File: config.mk
export PLATFORM = sky130hd
export DESIGN_NAME = rx_glitch_filter
export DESIGN_NICKNAME = d
export VERILOG_FILES = /design/src/rtl/rxf_pkg.sv /design/src/rtl/rxf_sync2.sv /design/src/rtl/rxf_delay_line.sv /design/src/rtl/rxf_window_judge.sv /design/src/rtl/rx_glitch_filter.sv
export SDC_FILE = /design/constraint.sdc
export NUM_CORES = 1
export LEC_CHECK = 0
export CAP_MARGIN = 20
export CORE_AREA = 5 5 42 44
export CTS_CLUSTER_DIAMETER = 150
export DETAILED_ROUTE_END_ITERATION = 10
export DIE_AREA = 0 0 47 49
export PLACE_DENSITY = 0.66
export RECOVER_POWER = 100
export SLEW_MARGIN = 15
export SYNTH_ARGS = -nofsm -noshare
export SYNTH_HDL_FRONTEND = slang
export SYNTH_SLANG_ARGS = --single-unit
File: constraint.sdc
create_clock -name clk -period 2.2 [get_ports clk]
set_input_delay 0.55 -clock clk [delete_from_list [all_inputs] [get_ports clk]]
set_output_delay 0.55 -clock clk [all_outputs]
set_load 0.02 [all_outputs]
File: src/rtl/rxf_pkg.sv
package rxf_pkg;

  typedef enum logic [1:0] {
    RXF_BYPASS = 2'b00,
    RXF_LIGHT  = 2'b01,
    RXF_MEDIUM = 2'b10,
    RXF_HEAVY  = 2'b11
  } rxf_mode_e;

  // Longest run (in cycles) that a mode swallows.
  function automatic int rej_width(input logic [1:0] m, input int step);
    return step * int'(m);
  endfunction

  // Cycles from the synchronized line to the output; zero in bypass.
  function automatic int filt_latency(input logic [1:0] m, input int step);
    return (m == 2'b00) ? 0 : 2 * rej_width(m, step) - 1;
  endfunction

endpackage

File: src/rtl/rxf_sync2.sv
module rxf_sync2 #(
  parameter logic IDLE = 1'b1
) (
  input  logic clk,
  input  logic rst_n,
  input  logic d,
  output logic q
);
  logic meta_q;

  always_ff @(posedge clk or negedge rst_n) begin
    if (!rst_n) begin
      meta_q <= IDLE;
      q      <= IDLE;
    end else begin
      meta_q <= d;
      q      <= meta_q;
    end
  end
endmodule

File: src/rtl/rxf_delay_line.sv
module rxf_delay_line #(
  parameter int DEPTH = 10
) (
  input  logic             clk,
  input  logic             rst_n,
  input  logic             load,
  input  logic             load_val,
  input  logic             din,
  output logic [DEPTH:0]   taps
);
  logic [DEPTH:1] stage_q;

  // taps[i] is din delayed by i cycles; taps[0] is din itself.
  assign taps = {stage_q, din};

  always_ff @(posedge clk or negedge rst_n) begin
    if (!rst_n)     stage_q <= '1;
    else if (load)  stage_q <= {DEPTH{load_val}};
    else            stage_q <= taps[DEPTH-1:0];
  end
endmodule

File: src/rtl/rxf_window_judge.sv
module rxf_window_judge #(
  parameter int STEP  = 2,
  parameter int DEPTH = 10
) (
  input  logic [DEPTH:0] taps,
  input  logic [1:0]     mode,
  output logic           all_hi,
  output logic           all_lo
);
  // Index 0 stands for bypass and never agrees.
  logic [3:0] hi_m;
  logic [3:0] lo_m;

  assign hi_m[0] = 1'b0;
  assign lo_m[0] = 1'b0;

  // Window per strength: oldest tap (latency-1) back to W newer taps.
  for (genvar g = 1; g < 4; g++) begin : g_strength
    localparam int W      = STEP * g;
    localparam int OLDEST = 2 * W - 2;
    localparam int NEWEST = W - 2;
    assign hi_m[g] = &taps[OLDEST:NEWEST];
    assign lo_m[g] = ~|taps[OLDEST:NEWEST];
  end

  assign all_hi = hi_m[mode];
  assign all_lo = lo_m[mode];
endmodule

File: src/rtl/rx_glitch_filter.sv
module rx_glitch_filter #(
  parameter int REJ_STEP = 2
) (
  input  logic       clk,
  input  logic       rst_n,
  input  logic [1:0] mode,
  input  logic       rx_in,
  output logic       rx_out
);
  import rxf_pkg::*;

  localparam int LINE_DEPTH = filt_latency(2'b11, REJ_STEP) - 1;

  // Named internal events
  logic                  sync_q;
  logic [1:0]            mode_q;
  logic                  mode_switch;
  logic                  reload;
  logic [LINE_DEPTH:0]   taps;
  logic                  win_hi;
  logic                  win_lo;
  logic                  out_q;

  rxf_sync2 #(.IDLE(1'b1)) u_sync (
    .clk   (clk),
    .rst_n (rst_n),
    .d     (rx_in),
    .q     (sync_q)
  );

  always_ff @(posedge clk or negedge rst_n) begin
    if (!rst_n) mode_q <= RXF_BYPASS;
    else        mode_q <= mode;
  end

  assign mode_switch = (mode != mode_q);
  // In bypass the history simply tracks the line so a later switch is clean.
  assign reload      = mode_switch || (mode_q == RXF_BYPASS);

  rxf_delay_line #(.DEPTH(LINE_DEPTH)) u_line (
    .clk      (clk),
    .rst_n    (rst_n),
    .load     (reload),
    .load_val (sync_q),
    .din      (sync_q),
    .taps     (taps)
  );

  rxf_window_judge #(.STEP(REJ_STEP), .DEPTH(LINE_DEPTH)) u_judge (
    .taps   (taps),
    .mode   (mode_q),
    .all_hi (win_hi),
    .all_lo (win_lo)
  );

  always_ff @(posedge clk or negedge rst_n) begin
    if (!rst_n)      out_q <= 1'b1;
    else if (reload) out_q <= sync_q;
    else if (win_hi) out_q <= 1'b1;
    else if (win_lo) out_q <= 1'b0;
  end

  assign rx_out = (mode_q == RXF_BYPASS) ? sync_q : out_q;
endmodule

Word level (Yosys, flattened, before mapping). Index checks and enable logic that the tools add are counted.

Add/sub/neg operators: 0. Shift operators: 0. Multiply operators: 0. Reductions and logical operators: 12. Magnitude comparators: 1. Equal/unequal tests: 1. Div/mod/pow operators: 0. Mux-type cells: 9. Bitwise gates (word level): 0.

Operator list (number): 10-bit 2-to-1 mux (1); 7-bit AND reduction (1); 7-bit OR reduction (1); 1-bit 2-to-1 mux (6); 5-bit AND reduction (1); 5-bit OR reduction (1); 1-bit binary-select mux with 2-bit select (2); 1-bit logical NOT (3); 2-bit by 3-bit less-than comparator with 1-bit output (second input constant) (1); 3-bit AND reduction (1); 3-bit nonzero test (1); 3-bit OR reduction (1); 2-bit logical NOT (1); 2-bit != test (1); 1-bit logical OR (1).

Memories kept: 0. Bits in registers: 15. Bits in writable memories: 0. Memory bits (read-only): 0. Output and inout bits: 1. Bits in latches: 0. Word-level logic and storage cells: 28. Bits of input ports: 5.

Logic depth before layout (Yosys ltp).
Depth in word-level cells: 7. Gate-level depth with buffers: 5. Mapped depth without buffers: 4.

Cells and area by module. From an unflattened synthesis, not the netlist that was laid out.

Cell total of the unflattened synthesis: 50. Area total of the unflattened synthesis: 714.4 sq um.

Modules (own cells, without submodules): rxf_delay_line (sequential area each 262.8 sq um, area each 431.7 sq um, cells an instance 22, instances 1); rx_glitch_filter (sequential area each 76.3 sq um, area each 145.1 sq um, cells an instance 12, instances 1); rxf_window_judge (sequential area each 0.0 sq um, area each 85.1 sq um, cells an instance 14, instances 1); rxf_sync2 (sequential area each 52.6 sq um, area each 52.6 sq um, cells an instance 2, instances 1).

Worst setup path after synthesis. OpenSTA, ideal clock, no wires.

Path kind: register -> output. From: reg mode_q[0]. To: out rx_out. Data required time: 1.650 ns. Data arrival time: 1.358 ns. Slack: 0.292 ns. Path buffers: 1. Cell stages (with the launch flop): 4. Path through: dfrtp_1 or2_2 buf_2 o21ai_0.

Cells in the longest elaborated chain, start to end: 2.

Ends and longest elaborated chain: from (decl) (line rx_glitch_filter.sv:16) `logic [1:0] mode_q;`; from (signal assigned) (line rx_glitch_filter.sv:33) `else mode_q <= mode;`; 2-bit logical NOT (line rx_glitch_filter.sv:63) `assign rx_out = (mode_q == RXF_BYPASS) ? sync_q : out_q;`; 1-bit 2-to-1 mux (line rx_glitch_filter.sv:63); to (decl) (line rx_glitch_filter.sv:8) `output logic rx_out`.

No other way between the ends.

Worst setup path in the final report. Same ends and word-level chain as after synthesis.

==> impl_metrics.csv <==
group,metric,value,unit
power_and_ir_drop,power.internal,0.4190,mW
synthesis,seq_area_frac_synth,0.6042,
place,place_inst,81,
finish,areaGrowthSynthToFinish,11.78,%
synthesis,synth_nets,66,
finish,diodes,0,
timing,slew_viol_final,0,
drt,ant_nets,0,
power_and_ir_drop,p_total,0.5771,mW
power_and_ir_drop,seqPwrFrac,0.594,
global_routing,grt_use_total,0.1245,
clock_tree,cts-root-buf,"clkbuf_4",
finish,final_cells,85,
global_routing,antenna_found_initial,0,
place,dpl.hpwl,749.1,um
worst_hold_path,min_path_cells,0,
drt,drc,0,
worst_hold_path,whs_endpoint,"u_sync.q",
die,row_count,14,
drt,wl_per_cell,13.12,um
finish,mostFrequentLayoutCells,"dfstp_2, nand2_1, nand3_1",
clock_tree,clkSlewWorstSetupHoldPaths,100,ps
clock_tree,clock_sinks,15,
worst_setup_path,worstSetupPathType,"reg2out",
place,gp_congestion,0.7388,
synthesis,synth_top_area_cell,"dfstp_2",
worst_setup_path,worstPathRequired,1650,ps
global_routing,grt_pass1_wl,2.090,mm
clock_tree,cts_hold_buf,0,
timing,fmax,483.8,MHz
clock_tree,cts_buffer_depth,2,
finish,nets,75,
timing,grt_setup_unrepaired,"no",
timing,max_slew_margin,0.5618,
timing,hold_violations,0,
worst_setup_path,worstReg2RegStart,"mode_q[0]",
worst_hold_path,hold_path_class,"reg2reg",
synthesis,yosys_warnings,0,
synthesis,netlist_area,648.1,um^2
drt,vias,461,
timing,final.setup.tns,0,ps
run,maxCapViolCount,0,
synthesis,synth_top_area_share,0.5270,
clock_tree,cts_inserted_buffers,3,
finish,final_util,0.5170,
timing,min_period,2067,ps
worst_setup_path,cp_max_fo,4,
synthesis,syn_inst,61,
drt,routed_wl,1.115,mm
clock_tree,cts_tree,"built",
die,core,1401,um^2
die,die_w,47,um
synthesis,ys_types,20,
power_and_ir_drop,power.share.clock,0.278,
worst_setup_path,arrival,1520,ps
power_and_ir_drop,leakagePower,0.3088,nW
synthesis,yosys-top-cells-area,"dfstp_2, dfrtp_1, nand3_1, nand2_1, o21ai_0",
global_routing,grt_max_degree,16,
clock_tree,postCtsSetupRepairBufs,0,
power_and_ir_drop,powerDensity,796.6,nW/um^2
worst_setup_path,cp-end-kind,"primary output",
timing,worstMarginPinSlew,655.2,ps
worst_hold_path,hp-start,"u_sync.meta_q",
drt,via_per_inst,5.424,
synthesis,syn_area_per_cell,10.62,um^2
drt,drtIter0Drc,10,
drt,drtPass1Iterations,4,
timing,min_period_over_period,0.9395,
worst_setup_path,r2r_end,"out_q",
run_status,status,"complete, no violations",
power_and_ir_drop,swShare,0.2739,
die,ioPinCount,6,
finish,nFillCells,143,
die,initial_core_util,0.4625,
clock_tree,clk_latency,290,ps
worst_setup_path,crit_path_start_kind,"flip-flop",
worst_setup_path,reg2reg_slack,810,ps
global_routing,first_global_vias,463,
power_and_ir_drop,peakVddDrop,318.3,uV
timing,finClkSkew,15.45,ps
finish,drive_gt1_frac,0.3043,
worst_setup_path,reg2reg_depth,4,
die,dieArea,2303,um^2
die,die_h,49,um
global_routing,grt_overflow,0,
clock_tree,cts_htree_levels,1,
power_and_ir_drop,p_switching,0.1581,mW
finish,final_common_cell,"dfstp_2",
power_and_ir_drop,p_comb_frac,0.129,
place,port_buffers,5,
synthesis,synth-seq-cells,15,
timing,setup_viol,0,
## worst max path at each step
stage	end	cells after the start	from
after floorplan	rx_out	3	mode_q[0]
after global placement	rx_out	3	mode_q[1]
after detailed placement	rx_out	3	mode_q[1]
after CTS	rx_out	3	mode_q[1]
after global routing	rx_out	3	mode_q[1]
final	rx_out	3	mode_q[0]
## metrics by stage
step | instance area [um^2] | worst slack [ps] | hold slack (ps)
after floorplan | 648.1 | 292.3 | 254.4
after global placement | 703.2 | 174.2 | 349.0
after detailed placement | 703.2 | 161.8 | 347.5
after CTS | 729.5 | 116.5 | 366.0
after global routing | 724.4 | 71.54 | 372.8
final | 724.4 | 133.1 | 364.2
## synthesized netlist by cell type, drive strengths merged
master and instances:
dfstp 13, nand3 10, a21o 1, xor2 2, o211ai 1, nand2 12
nor4 1, nor3 1, nor2 1, buf 2, inv 2, or2 1
o2111ai 1, dfrtp 2, nand4 1, a21oi 1, a22oi 1, o21ai 7
clkbuf 1
## sequential cells by signal, summed over array words and instances, names as in the netlist
name / flops
u_sync.meta_q: 1
mode_q: 2
u_line.stage_q: 10
u_sync.q: 1
out_q: 1
## cell families (layout without fill, tap and decap cells)
| group | Yosys count | count (layout) | share of synthesized area |
|---|---|---|---|
| AO/OA/AOI/OAI | 12 | 12 | 0.1178 |
| XOR/XNOR | 2 | 2 | 0.02703 |
| buffers and inverters | 5 | 13 | 0.05791 |
| flip-flops | 15 | 15 | 0.6043 |
| AND/OR/NAND/NOR | 27 | 27 | 0.1931 |
## critical path, cell delays in order, from the launching register on
cell	delay (ps)
dfrtp_1	420
or2_2	320
o21ai_0	130
dlygate4sd2_1	350
## cell type report
type                       instances  area, um^2  share of cell area
sequential                        15       391.6              0.5406
multi-input combinational         41       214.0              0.2953
timing repair buffer               7       63.81             0.08808
clock buffer                       3       22.52             0.03109
tap                               16       20.02             0.02763
inverter                           2       7.507             0.01036
clock inverter                     1       5.005            0.006908
## power by group through the flow
| stage | Sequential, mW | Combinational [mW] | Clock, mW |
|---|---|---|---|
| final | 0.343 | 0.0744 | 0.160 |
| after global routing | 0.347 | 0.0862 | 0.175 |
| after CTS | 0.342 | 0.0788 | 0.165 |
| after detailed placement | 0.346 | 0.0792 | 0 |
| after global placement | 0.345 | 0.0794 | 0 |
| after floorplan | 0.340 | 0.0579 | 0 |
## routing by layer
metal  vias up  track usage  part of all wire
met5         -            0                 0
met4         0      0.05530             0.015
met3         4      0.03321             0.018
met2         3       0.1719              0.47
met1       228       0.1778              0.49
li1        226            -                 -
## what timing repair did
action                     CTS  global route
resized for setup            1             0
hold endpoints to repair     0             0
setup endpoints to repair    1             0
No activity file was read; power rests on OpenSTA's default activity.
